===== src/rtl/play_status_pkg.sv =====
package play_status_pkg;

    typedef enum logic [1:0] {
        SP_IDLE  = 2'd0,
        SP_WAIT  = 2'd1,
        SP_PULSE = 2'd2
    } stop_state_e;

    typedef struct packed {
        logic busy;
        logic stop;
        logic led_a;
        logic led_b;
    } status_sig_t;

    function automatic int unsigned max2(int unsigned a, int unsigned b);
        return (a > b) ? a : b;
    endfunction

    // Returns {pin2, pin1, pin0}
    function automatic logic [2:0] route_pins(logic [1:0] opt, status_sig_t s);
        logic [2:0] p;
        case (opt)
            2'd2:    p = {s.led_b, s.led_a, s.stop};
            2'd3:    p = {s.stop, s.busy, s.led_a};
            default: p = {s.busy, s.led_a, s.led_b};
        endcase
        return p;
    endfunction

endpackage


===== src/rtl/stop_pulse_gen.sv =====
module stop_pulse_gen
    import play_status_pkg::*;
#(
    parameter int unsigned STOP_DELAY = 2,
    parameter int unsigned STOP_WIDTH = 512
) (
    input  logic clk,
    input  logic rst,
    input  logic tick_i,
    input  logic busy_i,
    input  logic play_end_i,
    input  logic stop_en_i,
    output logic stop_o
);
    localparam int unsigned CW = $clog2(max2(STOP_DELAY, STOP_WIDTH) + 1);
    localparam logic [CW-1:0] DLY_LAST = CW'(STOP_DELAY - 1);
    localparam logic [CW-1:0] WID_LAST = CW'(STOP_WIDTH - 1);

    stop_state_e    st_q, st_d;
    logic [CW-1:0]  cnt_q, cnt_d;

    always_comb begin
        st_d  = st_q;
        cnt_d = cnt_q;
        if (play_end_i) begin
            st_d  = stop_en_i ? SP_WAIT : SP_IDLE;
            cnt_d = '0;
        end else if (st_q != SP_IDLE && busy_i) begin
            st_d  = SP_IDLE;
            cnt_d = '0;
        end else if (tick_i) begin
            case (st_q)
                SP_WAIT: begin
                    if (cnt_q == DLY_LAST) begin
                        st_d  = SP_PULSE;
                        cnt_d = '0;
                    end else begin
                        cnt_d = cnt_q + 1'b1;
                    end
                end
                SP_PULSE: begin
                    if (cnt_q == WID_LAST) begin
                        st_d  = SP_IDLE;
                        cnt_d = '0;
                    end else begin
                        cnt_d = cnt_q + 1'b1;
                    end
                end
                default: ;
            endcase
        end
    end

    always_ff @(posedge clk) begin
        if (rst) begin
            st_q  <= SP_IDLE;
            cnt_q <= '0;
        end else begin
            st_q  <= st_d;
            cnt_q <= cnt_d;
        end
    end

    assign stop_o = (st_q == SP_PULSE) && !busy_i;

    AST_STOP_CANCEL: assert property (@(posedge clk) disable iff (rst)
        (st_q != SP_IDLE && busy_i && !play_end_i) |=> (st_q == SP_IDLE));
    AST_STOP_CNT_BOUND: assert property (@(posedge clk) disable iff (rst)
        (st_q == SP_PULSE) |-> (cnt_q <= WID_LAST));
    AST_STOP_FROM_WAIT: assert property (@(posedge clk) disable iff (rst)
        (st_q == SP_PULSE && !$past(play_end_i) && $past(st_q) != SP_PULSE)
            |-> $past(st_q == SP_WAIT && tick_i));
    AST_STOP_DISABLED: assert property (@(posedge clk) disable iff (rst)
        (play_end_i && !stop_en_i) |=> (st_q == SP_IDLE));

endmodule


===== src/rtl/led_flasher.sv =====
module led_flasher #(
    parameter int unsigned LED_HALF = 1333
) (
    input  logic clk,
    input  logic rst,
    input  logic tick_i,
    input  logic busy_i,
    output logic led_a_o,
    output logic led_b_o
);
    localparam int unsigned LW = $clog2(LED_HALF + 1);
    localparam logic [LW-1:0] HALF_LAST = LW'(LED_HALF - 1);

    logic [LW-1:0] cnt_q;
    logic          phase_q;

    always_ff @(posedge clk) begin
        if (rst || !busy_i) begin
            cnt_q   <= '0;
            phase_q <= 1'b0;
        end else if (tick_i) begin
            if (cnt_q == HALF_LAST) begin
                cnt_q   <= '0;
                phase_q <= !phase_q;
            end else begin
                cnt_q <= cnt_q + 1'b1;
            end
        end
    end

    assign led_a_o = busy_i &  phase_q;
    assign led_b_o = busy_i & ~phase_q;

    AST_LED_IDLE_CLEAR: assert property (@(posedge clk) disable iff (rst)
        !busy_i |=> !phase_q);
    AST_LED_CNT_BOUND: assert property (@(posedge clk) disable iff (rst)
        cnt_q <= HALF_LAST);
    AST_LED_HOLD: assert property (@(posedge clk) disable iff (rst)
        ($past(busy_i) && busy_i && !$past(tick_i)) |-> $stable(phase_q));

endmodule


===== src/rtl/play_status_gen.sv =====
module play_status_gen
    import play_status_pkg::*;
#(
    parameter int unsigned STOP_DELAY = 2,
    parameter int unsigned STOP_WIDTH = 512,
    parameter int unsigned LED_HALF   = 1333
) (
    input  logic       clk,
    input  logic       rst,
    input  logic       tick_i,
    input  logic       busy_i,
    input  logic       play_end_i,
    input  logic       stop_en_i,
    input  logic [1:0] opt_i,
    output logic [2:0] pins_o
);
    status_sig_t sig;

    stop_pulse_gen #(
        .STOP_DELAY(STOP_DELAY),
        .STOP_WIDTH(STOP_WIDTH)
    ) u_stop (
        .clk       (clk),
        .rst       (rst),
        .tick_i    (tick_i),
        .busy_i    (busy_i),
        .play_end_i(play_end_i),
        .stop_en_i (stop_en_i),
        .stop_o    (sig.stop)
    );

    led_flasher #(
        .LED_HALF(LED_HALF)
    ) u_led (
        .clk    (clk),
        .rst    (rst),
        .tick_i (tick_i),
        .busy_i (busy_i),
        .led_a_o(sig.led_a),
        .led_b_o(sig.led_b)
    );

    assign sig.busy = busy_i;
    assign pins_o   = route_pins(opt_i, sig);

    AST_LED_COMPLEMENT: assert property (@(posedge clk) disable iff (rst)
        busy_i |-> (sig.led_a != sig.led_b));
    AST_STOP_NOT_WHILE_BUSY: assert property (@(posedge clk) disable iff (rst)
        busy_i |-> !sig.stop);

endmodule


===== config.mk =====
export PLATFORM = sky130hd
export DESIGN_NAME = play_status_gen
export DESIGN_NICKNAME = d
export VERILOG_FILES = /design/src/rtl/play_status_pkg.sv /design/src/rtl/stop_pulse_gen.sv /design/src/rtl/led_flasher.sv /design/src/rtl/play_status_gen.sv
export SDC_FILE = /design/constraint.sdc
export NUM_CORES = 1
export LEC_CHECK = 0
export ABC_AREA = 1
export CELL_PAD_IN_SITES_DETAIL_PLACEMENT = 1
export CELL_PAD_IN_SITES_GLOBAL_PLACEMENT = 1
export CORE_UTILIZATION = 35
export CTS_BUF_LIST = sky130_fd_sc_hd__clkbuf_4 sky130_fd_sc_hd__clkbuf_8
export CTS_CLUSTER_DIAMETER = 60
export CTS_CLUSTER_SIZE = 14
export DETAILED_ROUTE_END_ITERATION = 10
export DONT_BUFFER_PORTS = 1
export PLACE_DENSITY = 0.64
export SYNTH_ARGS = -nofsm -noshare
export SYNTH_HDL_FRONTEND = slang
export SYNTH_SLANG_ARGS = --single-unit

===== constraint.sdc =====
create_clock -name clk -period 2.3 [get_ports clk]
set_input_delay 0.345 -clock clk [delete_from_list [all_inputs] [get_ports clk]]
set_output_delay 0.345 -clock clk [all_outputs]
set_load 0.01 [all_outputs]

==> summary.md <==
| Metric | Value |
|---|---|
| Startpoint Class | `flip-flop` |
| Detailed Route WL | `~3900 µm` |
| Hold buffer count at CTS | `0` |
| Required @ worst endpoint | `1960 ps` |
| Count of nets after finishing | `around 260` |
| Number of H-tree levels | `1` |
| CP arrival | `about 1600 ps` |
| Cell row count | `23` |
| Post-CTS setup buffers | `0` |
| Total gr overflow | `0` |
| Run status | `finished clean` |
| Top fanout value on the critical path | `4` |
| RSZ-0062 raised after global routing | `false` |
| Post-synthesis area per instance | `6.42 µm²` |
| Top Metal Used | `met4` |
| Layout-stage area growth over the synthesis result | `7.06%` |
| First-pass detailed-route iteration total | `4` |
| Final total negative setup slack | `0 ps` |
| Portion of synthesized cell area occupied by the leading cell type | `0.308` |
| Ratio of cells with drive above 1 in the final layout | `0.0976` |
| Fin crit period | `around 2000 ps` |
| Full die area | `around 4700 µm²` |
| Total I/O pin count | `11` |
| Sequential element share of the synthesized area | `0.308` |
| Pwr dens | `around 550 nW/µm²` |
| Top cell type by total area after synthesis | `sky130_fd_sc_hd__dfxtp_1` |
| Routed Antenna Nets | `0` |
| Sw power | `275 µW` |
| Slew at the pin closest to its max-slew limit | `655 ps` |
| Worst Skew | `3.78 ps` |
| Final number of max-transition violations | `0` |
| Type of the most critical hold path | `input port to flip-flop` |
| Cells after Synth | `243` |
| Maximum buffer depth of the clock tree | `2` |
| Synth Register Bits | `24` |
| Switching share of power | `0.298` |
| Peak supply drop | `0.000351 V` |
| Clock Tree Root | `sky130_fd_sc_hd__clkbuf_8` |
| CTS sink cnt | `24` |
| Worst setup path category | `flip-flop to output port` |
| Power, Total | `925 µW` |
| Kind of end point of the critical path | `output port` |
| Yosys warnings | `0` |
| WL met3 | `around 130 µm` |
| Fraction of power consumed by combinational cells | `0.211` |
| Area of the mapped netlist | `1560 µm²` |
| Average via count per standard cell | `around 4.9` |
| Proportion of power drawn by flip-flops and latches | `0.482` |
| Worst slew margin | `0.558` |
| Internal power summed over all cells | `650 µW` |
| Number of library cell types mapped by synthesis | `27` |
| Routed metal-1 wire length | `2170 µm` |
| Max-cap violation count | `0` |
| CTS tree | `built` |
| Clock network power share | `0.307` |
| Weighted congestion reported at the end of routability-driven placement | `roughly 0.77` |
| Placeable core region | `4140 µm²` |
| Share of the clock period used by the worst path | `0.852` |
| Cell types with the largest area share after synthesis | `sky130_fd_sc_hd__dfxtp_1 (31%), sky130_fd_sc_hd__nand2_1 (11%), sky130_fd_sc_hd__inv_1 (9.9%), sky130_fd_sc_hd__nor2_1 (9.4%), sky130_fd_sc_hd__ha_1 (5.6%)` |
| Highest clock frequency the design can meet | `0.511 GHz` |
| First-pass GRT wire length | `6440 µm` |
| Total GRT Usage | `0.185` |
| Count of endpoints failing hold in the final timing report | `0` |
| Remaining design rule violation count | `0` |
| Setup Viol. Count Final | `0` |
| Pin count of the biggest net entering global routing | `14` |
| WL per Instance | `approximately 13 µm` |
| Detailed route wirelength on metal2 | `~1500 µm` |
| Placed wire-length estimate after detailed placement | `3170 µm` |
| Number of diodes added for antenna fixing | `0` |
| Vertical die dimension | `68.7 µm` |
| Port-buffer cells | `0` |
| Area after DPL | `1610 µm²` |
| Initial antenna violation count | `0` |
| Clock transition at the register clock pins on the worst setup and hold paths after CTS | `80 ps` |
| Clock latency on the worst-skew pair | `260 ps` |
| Initial standard-cell utilization of the core | `0.376` |
| Detailed-route via count | `1,452` |
| Post-Synthesis Net Count | `258` |
| Number of buffers created by CTS | `3` |
| Die W | `between 60 and 70 µm` |
| Vias in the first global route | `around 1,400` |
| Final design area excluding fillers | `around 1700 µm²` |
| Leakage power of the design | `about 0.00065 µW` |
| DRC marker count from the first detailed-route iteration | `46` |
| Number of instances resized during post-cts repair | `0` |
flip-flops by register name, indices dropped and copies added, names as in the netlist:
name / flops
u_led.cnt_q: 11
u_stop.cnt_q: 10
u_led.phase_q: 1
u_stop.st_q: 2
final timing paths:
check,from,endpoint,slack (ps),cells after the start
worst max register to register,u_stop.st_q[0],u_stop.cnt_q[9],610,8
worst min register to register,u_led.cnt_q[9],u_led.cnt_q[9],520,2
worst max-delay path,u_stop.st_q[0],pins_o[2],340,4
worst min-delay path,tick_i,u_led.cnt_q[9],210,2
logic make-up after synthesis:
kind of cell / Yosys count / share of synthesized area
compound gates: 23 / 0.0827
xor+xnor: 5 / 0.0281
fa+ha+maj: 7 / 0.0562
buf+inv: 46 / 0.113
flops: 24 / 0.308
simple gates: 138 / 0.412
layout make-up:
cell class / instances / area (µm²)
well taps: 50 / 62.6
clock buffers: 4 / 55.1
multi-input cells: 173 / 902
inverters: 45 / 169
fillers: 566 / 2470
flip-flops and latches: 24 / 480
Yosys cell counts (all sizes together):
library cell	count
nor3b	1
nor2	45
buf	1
nand3	16
inv	45
o221ai	1
o311ai	1
o21a	1
nand2	52
nand4	9
o21ai	12
dfxtp	24
ha	7
a21oi	6
or2	1
xor2	5
a211oi	1
a31oi	1
nor3	14
metal layers:
metal  vias to the layer above  GRT usage
li1                        775          -
met1                       656      0.271
met2                        19      0.273
met3                         2     0.0395
met4                         0     0.0383
met5                         -          0
layout by cell type, fill, tap and decap left out, drive strengths merged:
cell type / instances
nor3: 14
o311ai: 1
a21oi: 6
o21a: 1
o21ai: 12
nor3b: 1
inv: 45
or2: 1
o221ai: 1
nand2: 52
ha: 7
dfxtp: 24
nand3: 16
a211oi: 1
nand4: 9
xor2: 5
clkbuf: 4
a31oi: 1
nor2: 45
per-stage QoR:
| stage | util | std cells | hold WS (ps) | worst slack, ps |
|---|---|---|---|---|
| final | 0.403 | 296 | 209 | 342 |
| after floorplan | - | 243 | 468 | 754 |
| after global placement | 0.389 | 292 | 497 | 620 |
| after detailed placement | 0.389 | 292 | 497 | 609 |
| after global routing | 0.403 | 296 | 223 | 212 |
| after CTS | 0.403 | 296 | 206 | 325 |
critical path, stage by stage, from the launching register on:
cell and delay (ps):
sky130_fd_sc_hd__dfxtp_1 340, sky130_fd_sc_hd__inv_1 110, sky130_fd_sc_hd__ha_1 220, sky130_fd_sc_hd__inv_1 90, sky130_fd_sc_hd__o311ai_0 590
power groups by stage:
stage | clock network [µW] | logic [µW] | registers [µW]
finish | 284 | 195 | 446
global route | 321 | 227 | 448
CTS | 299 | 196 | 446
detailed placement | 0 | 195 | 456
global placement | 0 | 193 | 455
floorplan | 0 | 158 | 452
Note: power is estimated with default switching activity, not from simulation.
